## config.mk

```make
export PLATFORM = sky130hd
export DESIGN_NAME = line_enable_seq
export DESIGN_NICKNAME = d
export VERILOG_FILES = /design/src/rtl/line_enable_seq_pkg.sv /design/src/rtl/line_enable_start_det.sv /design/src/rtl/line_enable_window.sv /design/src/rtl/line_enable_seq.sv
export SDC_FILE = /design/constraint.sdc
export NUM_CORES = 1
export LEC_CHECK = 0
export BUFFER_PORTS_ARGS = -buffer_cell sky130_fd_sc_hd__buf_2
export CAP_MARGIN = 20
export CORE_MARGIN = 4
export CORE_UTILIZATION = 63
export DETAILED_ROUTE_END_ITERATION = 7
export PLACE_DENSITY_LB_ADDON = 0.15
export SLEW_MARGIN = 15
export SYNTH_ARGS = -nofsm -noshare
export SYNTH_HDL_FRONTEND = slang
export SYNTH_SLANG_ARGS = --single-unit
export TNS_END_PERCENT = 30
```

## constraint.sdc

```tcl
create_clock -name clk -period 5.3 [get_ports clk]
set_clock_uncertainty 0.15 [all_clocks]
set_input_delay 0.53 -clock clk [delete_from_list [all_inputs] [get_ports clk]]
set_output_delay 0.53 -clock clk [all_outputs]
set_load 0.01 [all_outputs]
```

## src/rtl/line_enable_seq_pkg.sv

```systemverilog
// Shared types for the line enable sequencer.
// Assumes nothing beyond the parameters of the top module.
package line_enable_seq_pkg;
    // Phase of one port's enable window.
    typedef enum logic [1:0] {
        WIN_IDLE = 2'd0,
        WIN_WAIT = 2'd1,
        WIN_RUN  = 2'd2
    } win_state_e;

    // Number of enable ports driven by the sequencer.
    localparam int NUM_PORTS = 4;
endpackage

```

## src/rtl/line_enable_start_det.sv

```systemverilog
// Field-start edge detector.
// Emits a one-cycle start pulse when fld_start is sampled high after having
// been low (or after reset). Assumes fld_start is synchronous to clk.
module line_enable_start_det (
    input  logic clk,
    input  logic rst_n,
    input  logic fld_start,
    output logic start
);
    logic prev_q;

    // Remember last sampled level of the field-start input.
    always_ff @(posedge clk) begin
        if (!rst_n) prev_q <= 1'b0;
        else        prev_q <= fld_start;
    end

    // Pulse only on a low-to-high transition.
    always_comb start = fld_start & ~prev_q;

    assert_single_pulse_R10: assert property (@(posedge clk) disable iff (!rst_n)
        start |=> !start);
endmodule

```

## src/rtl/line_enable_window.sv

```systemverilog
// One port's enable window generator.
// On start it captures the total delay, counts it down, then emits
// field_lines periods of line_len cycles with the first act_len cycles high.
// Assumes line_len >= 2, act_len <= line_len, field_lines >= 1, and that
// the line configuration is stable during a field.
module line_enable_window
    import line_enable_seq_pkg::*;
#(
    parameter int LEN_W   = 12,
    parameter int LINES_W = 10,
    parameter int DLY_W   = 16
) (
    input  logic               clk,
    input  logic               rst_n,
    input  logic               start,
    input  logic [DLY_W-1:0]   dly,
    input  logic [LEN_W-1:0]   line_len,
    input  logic [LEN_W-1:0]   act_len,
    input  logic [LINES_W-1:0] field_lines,
    output logic               en
);
    win_state_e         state_q;
    logic [DLY_W-1:0]   cnt_q;
    logic [LEN_W-1:0]   pos_q;
    logic [LINES_W-1:0] line_q;
    logic               last_pos;
    logic               last_line;

    // End-of-line and end-of-field markers.
    always_comb begin
        last_pos  = (pos_q == line_len - LEN_W'(1));
        last_line = (line_q == field_lines - LINES_W'(1));
    end

    // Delay countdown, then pixel and line counting for the window.
    always_ff @(posedge clk) begin
        if (!rst_n) begin
            state_q <= WIN_IDLE;
            cnt_q   <= '0;
            pos_q   <= '0;
            line_q  <= '0;
        end else if (start) begin
            cnt_q   <= dly;
            pos_q   <= '0;
            line_q  <= '0;
            state_q <= (dly == '0) ? WIN_RUN : WIN_WAIT;
        end else begin
            unique case (state_q)
                WIN_WAIT: begin
                    if (cnt_q == DLY_W'(1)) state_q <= WIN_RUN;
                    else                    cnt_q   <= cnt_q - DLY_W'(1);
                end
                WIN_RUN: begin
                    if (last_pos) begin
                        pos_q <= '0;
                        if (last_line) state_q <= WIN_IDLE;
                        else           line_q  <= line_q + LINES_W'(1);
                    end else begin
                        pos_q <= pos_q + LEN_W'(1);
                    end
                end
                default: state_q <= WIN_IDLE;
            endcase
        end
    end

    // Window is open for the active part of each line.
    always_comb en = (state_q == WIN_RUN) && (pos_q < act_len);

    assert_restart_load_R9: assert property (@(posedge clk) disable iff (!rst_n)
        (start && dly != '0) |=> (state_q == WIN_WAIT && cnt_q == $past(dly)));

    assert_wait_count_R2: assert property (@(posedge clk) disable iff (!rst_n)
        (state_q == WIN_WAIT && !start && cnt_q != DLY_W'(1))
            |=> (state_q == WIN_WAIT && cnt_q == $past(cnt_q) - DLY_W'(1)));

    assert_line_wrap_R6: assert property (@(posedge clk) disable iff (!rst_n)
        (state_q == WIN_RUN && !start && last_pos && !last_line)
            |=> (pos_q == '0 && line_q == $past(line_q) + LINES_W'(1)));

    assert_field_end_R7: assert property (@(posedge clk) disable iff (!rst_n)
        (state_q == WIN_RUN && !start && last_pos && last_line)
            |=> (state_q == WIN_IDLE && !en));

    assert_rise_at_line_start_R6: assert property (@(posedge clk) disable iff (!rst_n)
        $rose(en) |-> (pos_q == '0));
endmodule

```

## src/rtl/line_enable_seq.sv

```systemverilog
// Field-start line enable sequencer (top).
// Detects the field-start edge, forms each port's total delay from a fixed
// latency, a whole-line lag and an optional shift, and runs one window
// generator per port. Shifts and line length are consumed at field start.
module line_enable_seq
    import line_enable_seq_pkg::*;
#(
    parameter int LEN_W       = 12,
    parameter int LINES_W     = 10,
    parameter int SHIFT_W     = 8,
    parameter int BASE_CE     = 62,
    parameter int BASE_A      = 93,
    parameter int BASE_FG     = 147,
    parameter int BASE_BD     = 159,
    parameter int LAG_FG      = 3,
    parameter int LAG_BD      = 4
) (
    input  logic               clk,
    input  logic               rst_n,
    input  logic               fld_start,
    input  logic [LEN_W-1:0]   line_len,
    input  logic [LEN_W-1:0]   act_len,
    input  logic [LINES_W-1:0] field_lines,
    input  logic [SHIFT_W-1:0] shift_ce,
    input  logic [SHIFT_W-1:0] shift_a,
    input  logic [SHIFT_W-1:0] shift_bd,
    output logic               rd_ce_en,
    output logic               rd_a_en,
    output logic               out_fg_en,
    output logic               wr_bd_en
);
    localparam int DLY_W = LEN_W + 4;

    logic                  start;
    logic [DLY_W-1:0]      len_ext;
    logic [DLY_W-1:0]      dly   [NUM_PORTS];
    logic [NUM_PORTS-1:0]  en_vec;

    line_enable_start_det u_start (
        .clk       (clk),
        .rst_n     (rst_n),
        .fld_start (fld_start),
        .start     (start)
    );

    // Total delay per port: fixed latency + line lag + sampled shift.
    always_comb begin
        len_ext = DLY_W'(line_len);
        dly[0]  = DLY_W'(BASE_CE) + DLY_W'(shift_ce);
        dly[1]  = DLY_W'(BASE_A)  + DLY_W'(shift_a);
        dly[2]  = DLY_W'(BASE_FG) + DLY_W'(LAG_FG) * len_ext;
        dly[3]  = DLY_W'(BASE_BD) + DLY_W'(LAG_BD) * len_ext + DLY_W'(shift_bd);
    end

    for (genvar p = 0; p < NUM_PORTS; p++) begin : g_port
        line_enable_window #(
            .LEN_W   (LEN_W),
            .LINES_W (LINES_W),
            .DLY_W   (DLY_W)
        ) u_win (
            .clk         (clk),
            .rst_n       (rst_n),
            .start       (start),
            .dly         (dly[p]),
            .line_len    (line_len),
            .act_len     (act_len),
            .field_lines (field_lines),
            .en          (en_vec[p])
        );
    end

    // Map window outputs to the named strobes.
    always_comb begin
        rd_ce_en  = en_vec[0];
        rd_a_en   = en_vec[1];
        out_fg_en = en_vec[2];
        wr_bd_en  = en_vec[3];
    end

    assert_order_fg_bd_R5: assert property (@(posedge clk) disable iff (!rst_n)
        (start && shift_bd == '0) |=> (dly[3] - dly[2] == DLY_W'(BASE_BD - BASE_FG) + len_ext
                                       || start));
endmodule

```

==> impl_metrics.toml, run 1 <==
[cells_and_area]
nets = 1790
multi_input_area_um2 = 9174
fillCellCount = 1729
layout-drive-gt1-share = 0.08308
diodes = 0
final_core_util = 0.6918
area_delta_synth_final_pct = 7.903
ff_latch_area_um2 = 3223

[clocking]
cts_buffer_depth = 2
cts_root_buffer = "clkbuf_16"
clock_latency_ns = 0.43
cts_tree = "built"
cts_resized = 0
clkSinkCount = 161
cts-htree-levels = 4
cts_buffers = 17
cts_setup_buffers = 0
clk_pin_slew_ns = 0.07
hold_buffers = 0

[floorplanning]
design.die.area_um2 = 23020
row_count = 52
die_h_um = 151.7
io_pins = 65
die_x_um = 151.7
core_area_um2 = 20300
start_util = 0.6411

[yosys]
syn_area_um2 = 13010
synth_area_leaders = "dfxtp_1 (25%), ha_1 (11%), xnor2_1 (9.3%)"
synth-edff-count = 0
synth_nets = 1770
synth_flop_cell = "dfxtp_1"
avgSynthCellArea_um2 = 8.170
syn_inst = 1593
yosysSeqAreaShare = 0.2476
yosys.area.top_type = "dfxtp_1"
ys_types = 87
async_reset_ff_frac = 0
synth_top_area_share = 0.2476
ys_seq_elements = 161
yosysWarnings = 0

[critical_path]
start_kind = "primary input"
critical_path_arrival_ns = 3.99
worstSetupEndpointType = "flop"
critical_path_class = "primary input to flop"
crit_required_ns = 5.48
cp_max_fo = 12

[sta]
fmax_mhz = 262.8
final-max-slew-violation-count = 0
finalHoldViolations = 0
setup_violations = 0
tns_ns = 0
fin_crit_ns = 3.806
max_slew_margin = 0.4102
worstMarginPinSlew_ns = 0.8829
fin_crit_sh = 0.7181
grt_setup_unrepaired = "no"

[power_and_ir_drop]
internal-power_mw = 2.315
total_power_mw = 3.356
p_sw_frac = 0.3102
p_comb_frac = 0.216
p_leak_nw = 5.694
clock_power_share = 0.394
seq_power_share = 0.389
p_per_area_nw_per_um2 = 239.0
ir_drop_uv = 239.2
p_sw_mw = 1.041

[placed_design]
place_hpwl_um = 26910
place_congestion = 0.9547
numPortBuffers = 64

[route]
wirelength_um = 35630
final_antenna_net_count = 0
first_pass_iters = 5
vias = 11810
drcViolationCount = 0
drt-initial-drc-count = 787
avgRoutedWirePerCell_um = 18.80
avgViaCountPerCell = 6.234

[global_routing]
grt_max_degree = 42
track_usage = 0.3091
antenna_found_initial = 0
first_global_vias = 10890
grt.overflow.total = 0
grt_pass1_wl_um = 56160

[run_status]
status = "complete, no violations"

[run]
max_cap_violations = 0

[min_path]
holdCritPathClass = "primary input to flop"
[Yosys cell counts (5+ instances only)]
master	instances
xnor2_1	138
o21ai_0	72
o21bai_1	7
xor2_1	75
xnor3_1	22
nor3b_1	11
dfxtp_1	161
mux2i_1	9
o2111ai_1	7
a2111oi_0	6
nand2b_1	26
o311ai_0	5
or2_2	5
buf_6	5
a31oi_1	11
and3_1	17
o211ai_1	12
nand4_1	37
nand3_1	45
and2_1	13
buf_2	12
o21a_1	9
nor3_1	43
clkbuf_1	51
or4_1	18
or3_1	30
inv_1	81
nor4_1	23
and4_1	8
a311oi_1	5
nor4b_1	9
a21o_1	18
nor2b_1	15
nand2_1	105
a21oi_1	92
a211oi_1	21
nor2_1	161
ha_1	115
[area by class of cell]
class                           instances  share of cell area
Multi-Input combinational cell       1279              0.6532
Sequential cell                       161              0.2295
Clock buffer                           17             0.03029
Timing Repair Buffer                   73             0.02762
Tap cell                              270             0.02406
Inverter                               81             0.02165
Clock inverter                         14             0.01363
[metrics by stage]
step	cells	hold slack (ns)	setup WS, ns	cell area [µm²]
finish	1895	0.1862	1.494	14040
detailed placement	1864	0.3388	1.061	13430
global route	1895	0.1945	1.203	14040
global placement	1864	0.3261	1.120	13430
floorplan	1593	0.3102	1.338	13020
CTS	1895	0.1845	1.518	14040
[placed cells by master (no fill, tap or decap), drive strengths merged, types with 19 or more instances in the layout]
cell type  Yosys  layout
nor2         162     162
dfxtp        161     161
xnor2        138     138
ha           115     115
nand2        105     105
a21oi         93      93
inv           81      89
xor2          75      75
o21ai         75      75
buf           21      73
nor3          47      47
nand3         45      45
nand4         37      37
or3           30      30
nand2b        26      26
nor4          25      25
xnor3         22      22
a211oi        21      21
a21o          19      19
[power by group through the flow]
stage               clock [mW]  sequential (mW)  combinational (mW)
floorplan                    0             1.32               0.544
global placement             0             1.33               0.704
detailed placement           0             1.33               0.716
CTS                       1.33             1.31               0.722
global route              1.39             1.31               0.804
finish                    1.32             1.31               0.726
[worst paths after layout]
kind                                                    to  slack (ns)  cells after the start                       from
worst max-delay path            g_port[2].u_win.state_q[0]        1.49                     12                line_len[5]
worst min-delay path                        u_start.prev_q        0.19                      2                  fld_start
worst max register to register   g_port[3].u_win.line_q[6]        1.95                      8  g_port[3].u_win.pos_q[11]
worst min register to register   g_port[2].u_win.line_q[9]        0.35                      2  g_port[2].u_win.line_q[9]
[flip-flops by register name, indices dropped and copies added, names as in the netlist]
signal                flops
g_port.u_win.line_q      40
g_port.u_win.state_q      8
g_port.u_win.pos_q       48
u_start.prev_q            1
g_port.u_win.cnt_q       64
[worst max-delay path, cell delays in order]
cell	delay, ns
buf_2	0.26
inv_1	0.16
ha_1	0.30
ha_1	0.36
and3_2	0.24
a221o_1	0.35
a21oi_2	0.15
xnor2_1	0.08
or4_1	0.53
or3b_1	0.38
or4b_4	0.50
o211a_1	0.14
[logic make-up (layout without fill, tap and decap cells)]
| kind of cell | count (synthesis) | after routing | synth area share |
|---|---|---|---|
| flip-flops | 161 | 161 | 0.2476 |
| buffers and inverters | 153 | 185 | 0.04845 |
| multiplexers | 13 | 13 | 0.01067 |
| XOR/XNOR | 235 | 235 | 0.1814 |
| adder cells (fa/ha/maj) | 116 | 116 | 0.1121 |
| AND/OR/NAND/NOR | 592 | 592 | 0.2386 |
| AO/OA/AOI/OAI | 323 | 323 | 0.1611 |
[layer usage]
metal / GRT usage / vias to the layer above / part of all wire
met5: 0 / - / 0
met3: 0.04313 / 81 / 0.055
met1: 0.4071 / 5649 / 0.44
met2: 0.5178 / 368 / 0.47
li1: - / 5716 / -
met4: 0.1119 / 0 / 0.034
Power figures use the tool's default switching activity.
==> inputs of run 2 (changes only) <==
--- a/config.mk
+++ b/config.mk
@@ -5,10 +5,11 @@
 export SDC_FILE = /design/constraint.sdc
 export NUM_CORES = 1
 export LEC_CHECK = 0
+export ABC_AREA = 1
 export BUFFER_PORTS_ARGS = -buffer_cell sky130_fd_sc_hd__buf_2
 export CAP_MARGIN = 20
 export CORE_MARGIN = 4
-export CORE_UTILIZATION = 63
+export CORE_UTILIZATION = 64
 export DETAILED_ROUTE_END_ITERATION = 7
 export PLACE_DENSITY_LB_ADDON = 0.15
 export SLEW_MARGIN = 15
==> constraint.sdc (replaced) <==
create_clock -name clk -period 4 [get_ports clk]
set_clock_uncertainty 0.15 [all_clocks]
set_input_delay 0.4 -clock clk [delete_from_list [all_inputs] [get_ports clk]]
set_output_delay 0.4 -clock clk [all_outputs]
set_load 0.01 [all_outputs]
==> impl_metrics.toml, run 2 <==
[run_status]
status = "complete, no violations"

[critical_path]
path_buf_inv = 3
start_kind = "primary input"
cp_max_fo = 11
crit_family = "simple AND/OR/NAND/NOR gates"
critical_path_arrival_ns = 3.07
crit_chain = "buf_2 -> inv_4 -> ha_1 -> nand2_2 -> inv_2 -> nand2_4 -> nand2_1 -> nand2_1 -> nand2_1 -> nand2_1 -> nor2_1 -> nand2_1 -> nor2_1 -> nand2_1 -> o21ai_1 -> nor3b_1"
slowest_delay_ns = 0.69
crit_top_cell = "nand2_1"
crit_required_ns = 4.14
cpMaxStageDelayCell = "o21ai_1"
critical_path_class = "primary input to flop"
worstSetupEndpointType = "flop"

[cells_and_area]
reg_top3 = "g_port.u_win.cnt_q x64, g_port.u_win.pos_q x48, g_port.u_win.line_q x40"
regMostFlops = "g_port.u_win.cnt_q"
nets = 2456
ff_latch_area_um2 = 3223
multi_input_area_um2 = 9309
stdcell_count = 2567
most-common-layout-cells = "nand2_1 (619), inv_1 (313), nor2_1 (234)"
diodes = 0
fillCellCount = 1871
final_common_cell = "nand2_1"
area_delta_synth_final_pct = 8.813
largest_reg_flops = 64
layout-drive-gt1-share = 0.08028

[power_and_ir_drop]
p_leak_nw = 7.282
ir_drop_uv = 288.2
p_per_area_nw_per_um2 = 307.5

[clocking]
cts_buffer_depth = 2
cts_resized = 0
cts_tree = "built"
hold_buffers = 1
cts_buffers = 17
cts_root_buffer = "clkbuf_16"
cts_setup_buffers = 0
clock_latency_ns = 0.45
cts-htree-levels = 4
clkSinkCount = 161
clk_pin_slew_ns = 0.08

[yosys]
avgSynthCellArea_um2 = 6.254
synth_commonest_cells = "nand2_1 (619), inv_1 (313), nor2_1 (235)"
synth_area_leaders = "dfxtp_1 (23%), nand2_1 (17%), ha_1 (10%)"
ys_types = 57
syn_area_um2 = 13870
async_reset_ff_frac = 0
syn_inst = 2218
yosysSeqAreaShare = 0.2324
ys_seq_elements = 161
synth_nets = 2395
synth_top_area_share = 0.2324
synth-edff-count = 0
yosys.area.top_type = "dfxtp_1"
synth_flop_cell = "dfxtp_1"
yosys.cell_count.top_type = "nand2_1"
yosysWarnings = 0

[global_routing]
grt_max_degree = 35
antenna_found_initial = 0
first_global_vias = 13630
grt.overflow.total = 0
grt_pass1_wl_um = 65320
track_usage = 0.3266

[floorplanning]
core_area_um2 = 21150
die_x_um = 155.2
die_h_um = 155.2
io_pins = 65
start_util = 0.6557
design.die.area_um2 = 24090
row_count = 53

[route]
avgRoutedWirePerCell_um = 15.44
wirelength_um = 39640
first_pass_iters = 6
final_antenna_net_count = 0
vias = 14540
drt-initial-drc-count = 1309
drcViolationCount = 0
avgViaCountPerCell = 5.663

[placed_design]
numPortBuffers = 64
place_hpwl_um = 30550
place_congestion = 1.008
dp_slack_ns = 0.7404
dp_cells = 2534

[sta]
fmax_mhz = 340.7
fin_crit_ns = 2.935
max_slew_margin = 0.4470
setup_ws_ns = 1.065
fin_crit_sh = 0.7338
finalHoldViolations = 0
worstMarginPinSlew_ns = 0.8240
final-max-slew-violation-count = 0
tns_ns = 0
grt_setup_unrepaired = "no"
setup_violations = 0

[run]
max_cap_violations = 0

[min_path]
holdCritPathClass = "primary input to flop"
-- run 2: changes by cell type after synthesis, moves of 18 or more --
cell	change
nand3_1	+138
nand2_2	+19
inv_1	+232
nand2_1	+514
clkbuf_1	-28
nor2_1	+74
or4_1	-18
xnor2_1	-122
or3_1	-30
nand2b_1	-26
xnor3_1	-22
-- run 2: logic make-up after synthesis --
family | share of synthesized area
DFF | 0.2324
buffers and inverters | 0.09706
AOI/OAI and AO/OA | 0.1009
and+or+nand+nor | 0.3995
xor gates and xnor gates | 0.06495
adders and majority gates | 0.1052
-- run 2: worst register-to-register path: cells and delay by family, from the launching register on --
kind	cells	cell delay, ns
flops	1	0.32
compound gates	2	0.32
buf+inv	2	1.04
simple gates	2	0.67
-- run 2: through the flow --
step / util / cell area [µm²] / power, mW / hold WS [ns]
global placement: 0.6837 / 14460 / 2.877 / 0.3115
detailed placement: 0.6837 / 14460 / 2.898 / 0.3230
CTS: 0.7135 / 15090 / 4.622 / 0.09628
global route: 0.7135 / 15090 / 4.870 / 0.09704
floorplan: - / 13870 / 2.598 / 0.2932
finish: 0.7135 / 15090 / 4.641 / 0.09527
-- run 2: cell type report --
| cell class | count | share of cell area |
|---|---|---|
| multi-input cells | 1703 | 0.6168 |
| flip-flops and latches | 161 | 0.2135 |
| inverters | 325 | 0.08099 |
| clock buffers | 18 | 0.02843 |
| repair buffers | 71 | 0.02487 |
| well taps | 275 | 0.02280 |
| clock inverters | 14 | 0.01260 |
-- run 2: power by group --
group	switching, mW	internal, mW	leakage [nW]
clock network	0.793	0.954	0.295
registers	0.0603	1.67	1.31
logic	0.775	0.386	5.68
total	1.63	3.01	7.28
-- run 2: routing by layer --
metal  part of all wire  global-route usage  vias up
met4              0.025              0.1021        0
met2               0.46              0.5457      569
met3              0.073             0.04645       82
li1                   -                   -     7301
met1               0.44              0.4380     6585
met5                  0                   0        -
-- run 2: worst paths after layout --
check | from | end | slack [ns] | cells after the start
setup reg to reg | u_start.prev_q | g_port[2].u_win.cnt_q[10] | 1.41 | 6
setup / recovery | line_len[0] | g_port[1].u_win.pos_q[2] | 1.06 | 16
hold reg to reg | g_port[2].u_win.cnt_q[3] | g_port[2].u_win.cnt_q[3] | 0.34 | 2
hold / removal | shift_ce[0] | g_port[0].u_win.cnt_q[0] | 0.1 | 3
==> inputs of run 3 (changes only) <==
==> constraint.sdc (replaced) <==
create_clock -name clk -period 3 [get_ports clk]
set_clock_uncertainty 0.15 [all_clocks]
set_input_delay 0.3 -clock clk [delete_from_list [all_inputs] [get_ports clk]]
set_output_delay 0.3 -clock clk [all_outputs]
set_load 0.01 [all_outputs]
==> impl_metrics.toml, run 3 (synthesis results as in run 2) <==
[sta]
hold_ws_ns = 0.05261
max_slew_margin = 0.5695
tns_ns = 0
finalHoldViolations = 0
fmax_mhz = 373.9
fin_crit_ns = 2.674
final-max-slew-violation-count = 0
grt_setup_unrepaired = "no"
setup_violations = 0
fin_crit_sh = 0.8914
setup_ws_ns = 0.3257
worstMarginPinSlew_ns = 0.6450

[min_path]
holdCritPathClass = "primary input to flop"

[route]
first_pass_iters = 7
avgRoutedWirePerCell_um = 15.03
avgViaCountPerCell = 5.700
drcViolationCount = 0
drt-initial-drc-count = 1330
vias = 14730
wirelength_um = 38830
final_antenna_net_count = 0

[cells_and_area]
regMostFlops = "g_port.u_win.cnt_q"
final_common_cell = "nand2_1"
reg_top3 = "g_port.u_win.cnt_q x64, g_port.u_win.pos_q x48, g_port.u_win.line_q x40"
finalInstanceArea_um2 = 15190
area_delta_synth_final_pct = 9.508
most-common-layout-cells = "nand2_1 (619), inv_1 (313), nor2_1 (234)"
fillCellCount = 1849
layout-drive-gt1-share = 0.08705
nets = 2473
diodes = 0
largest_reg_flops = 64

[critical_path]
crit_required_ns = 2.55
slowest_delay_ns = 0.45
cpMaxStageDelayCell = "dfxtp_1"
crit_chain = "ha_1 -> o21ai_0 -> nand2_1 -> a21o_1 -> a21oi_1 -> o21ai_0 -> nand3_1 -> nand2_1 -> a31oi_1 -> buf_2"
critical_path_arrival_ns = 2.22
cp_max_fo = 6
critical_path_class = "flop to output port"
start_kind = "flop"
worstSetupEndpointType = "output port"

[floorplanning]
die_x_um = 155.2
row_count = 53
design.die.area_um2 = 24090
start_util = 0.6557
core_area_um2 = 21150
io_pins = 65
die_h_um = 155.2

[clocking]
clkSinkCount = 161
cts_setup_buffers = 0
cts_tree = "built"
clock_latency_ns = 0.44
cts_buffer_depth = 2
cts_root_buffer = "clkbuf_16"
cts_buffers = 17
clk_pin_slew_ns = 0.08
cts_resized = 0
cts-htree-levels = 4
hold_buffers = 2

[power_and_ir_drop]
total_power_mw = 6.103
p_leak_nw = 7.359
ir_drop_uv = 306.4
p_per_area_nw_per_um2 = 401.8

[global_routing]
grt_max_degree = 39
track_usage = 0.3165
grt.overflow.total = 0
grt_pass1_wl_um = 63690
antenna_found_initial = 1
first_global_vias = 13680

[run_status]
status = "complete, no violations"

[placed_design]
place_hpwl_um = 30340
place_area_um2 = 14580
numPortBuffers = 64
dp_slack_ns = 0.02352
place_congestion = 0.9364

[run]
max_cap_violations = 0
run 3: cell count changes in the layout (fill, tap and decap cells not counted):
cell and change:
clkinv_4 +1, clkinvlp_4 -2, buf_4 +16, dlygate4sd3_1 +1, clkbuf_1 -1, inv_6 +1
clkinv_2 +1, inv_8 +2, bufinv_16 -2
run 3: final cells by class:
| cell class | count | area, µm² | area share |
|---|---|---|---|
| repair buffers | 88 | 505.5 | 0.03328 |
| inverters | 325 | 1222 | 0.08048 |
| flip-flops and latches | 161 | 3223 | 0.2122 |
| well taps | 275 | 344.1 | 0.02265 |
| clock buffers | 17 | 425.4 | 0.02801 |
| multi-input cells | 1703 | 9309 | 0.6128 |
| clock inverters | 15 | 160.2 | 0.01054 |
run 3: metrics by stage:
stage	std cells	util
finish	2584	0.7180
global route	2584	0.7180
CTS	2584	0.7180
detailed placement	2550	0.6894
global placement	2550	0.6894
floorplan	2218	-
run 3: metal layers:
metal  global-route usage  vias to the layer above  wire, µm
met5                    0                        -        16
met4               0.1071                        2      1131
met3              0.05118                       99      2930
met2               0.5366                      554     18260
met1               0.4107                     6745     16490
li1                     -                     7328         -
run 3: power by group:
| group | switching, mW | internal (mW) | total [mW] |
|---|---|---|---|
| registers | 0.0785 | 2.23 | 2.31 |
| clock network | 1.10 | 1.12 | 2.22 |
| logic | 1.05 | 0.530 | 1.58 |
run 3: path summary, 6_finish.rpt:
check	start	to	slack, ns	cells past startpoint
worst min-delay path	shift_ce[1]	g_port[0].u_win.cnt_q[1]	0.05	4
worst max-delay path	g_port[3].u_win.pos_q[1]	wr_bd_en	0.33	10
worst min register to register	g_port[3].u_win.cnt_q[15]	g_port[3].u_win.cnt_q[15]	0.33	2
worst max register to register	g_port[3].u_win.pos_q[0]	g_port[3].u_win.pos_q[10]	0.55	8
run 3: critical path, delay by kind of cell (launching register included):
family	cells	cell delay, ns
simple gates	3	0.22
buf+inv	1	0.17
flops	1	0.45
compound gates	5	0.69
fa+ha+maj	1	0.27
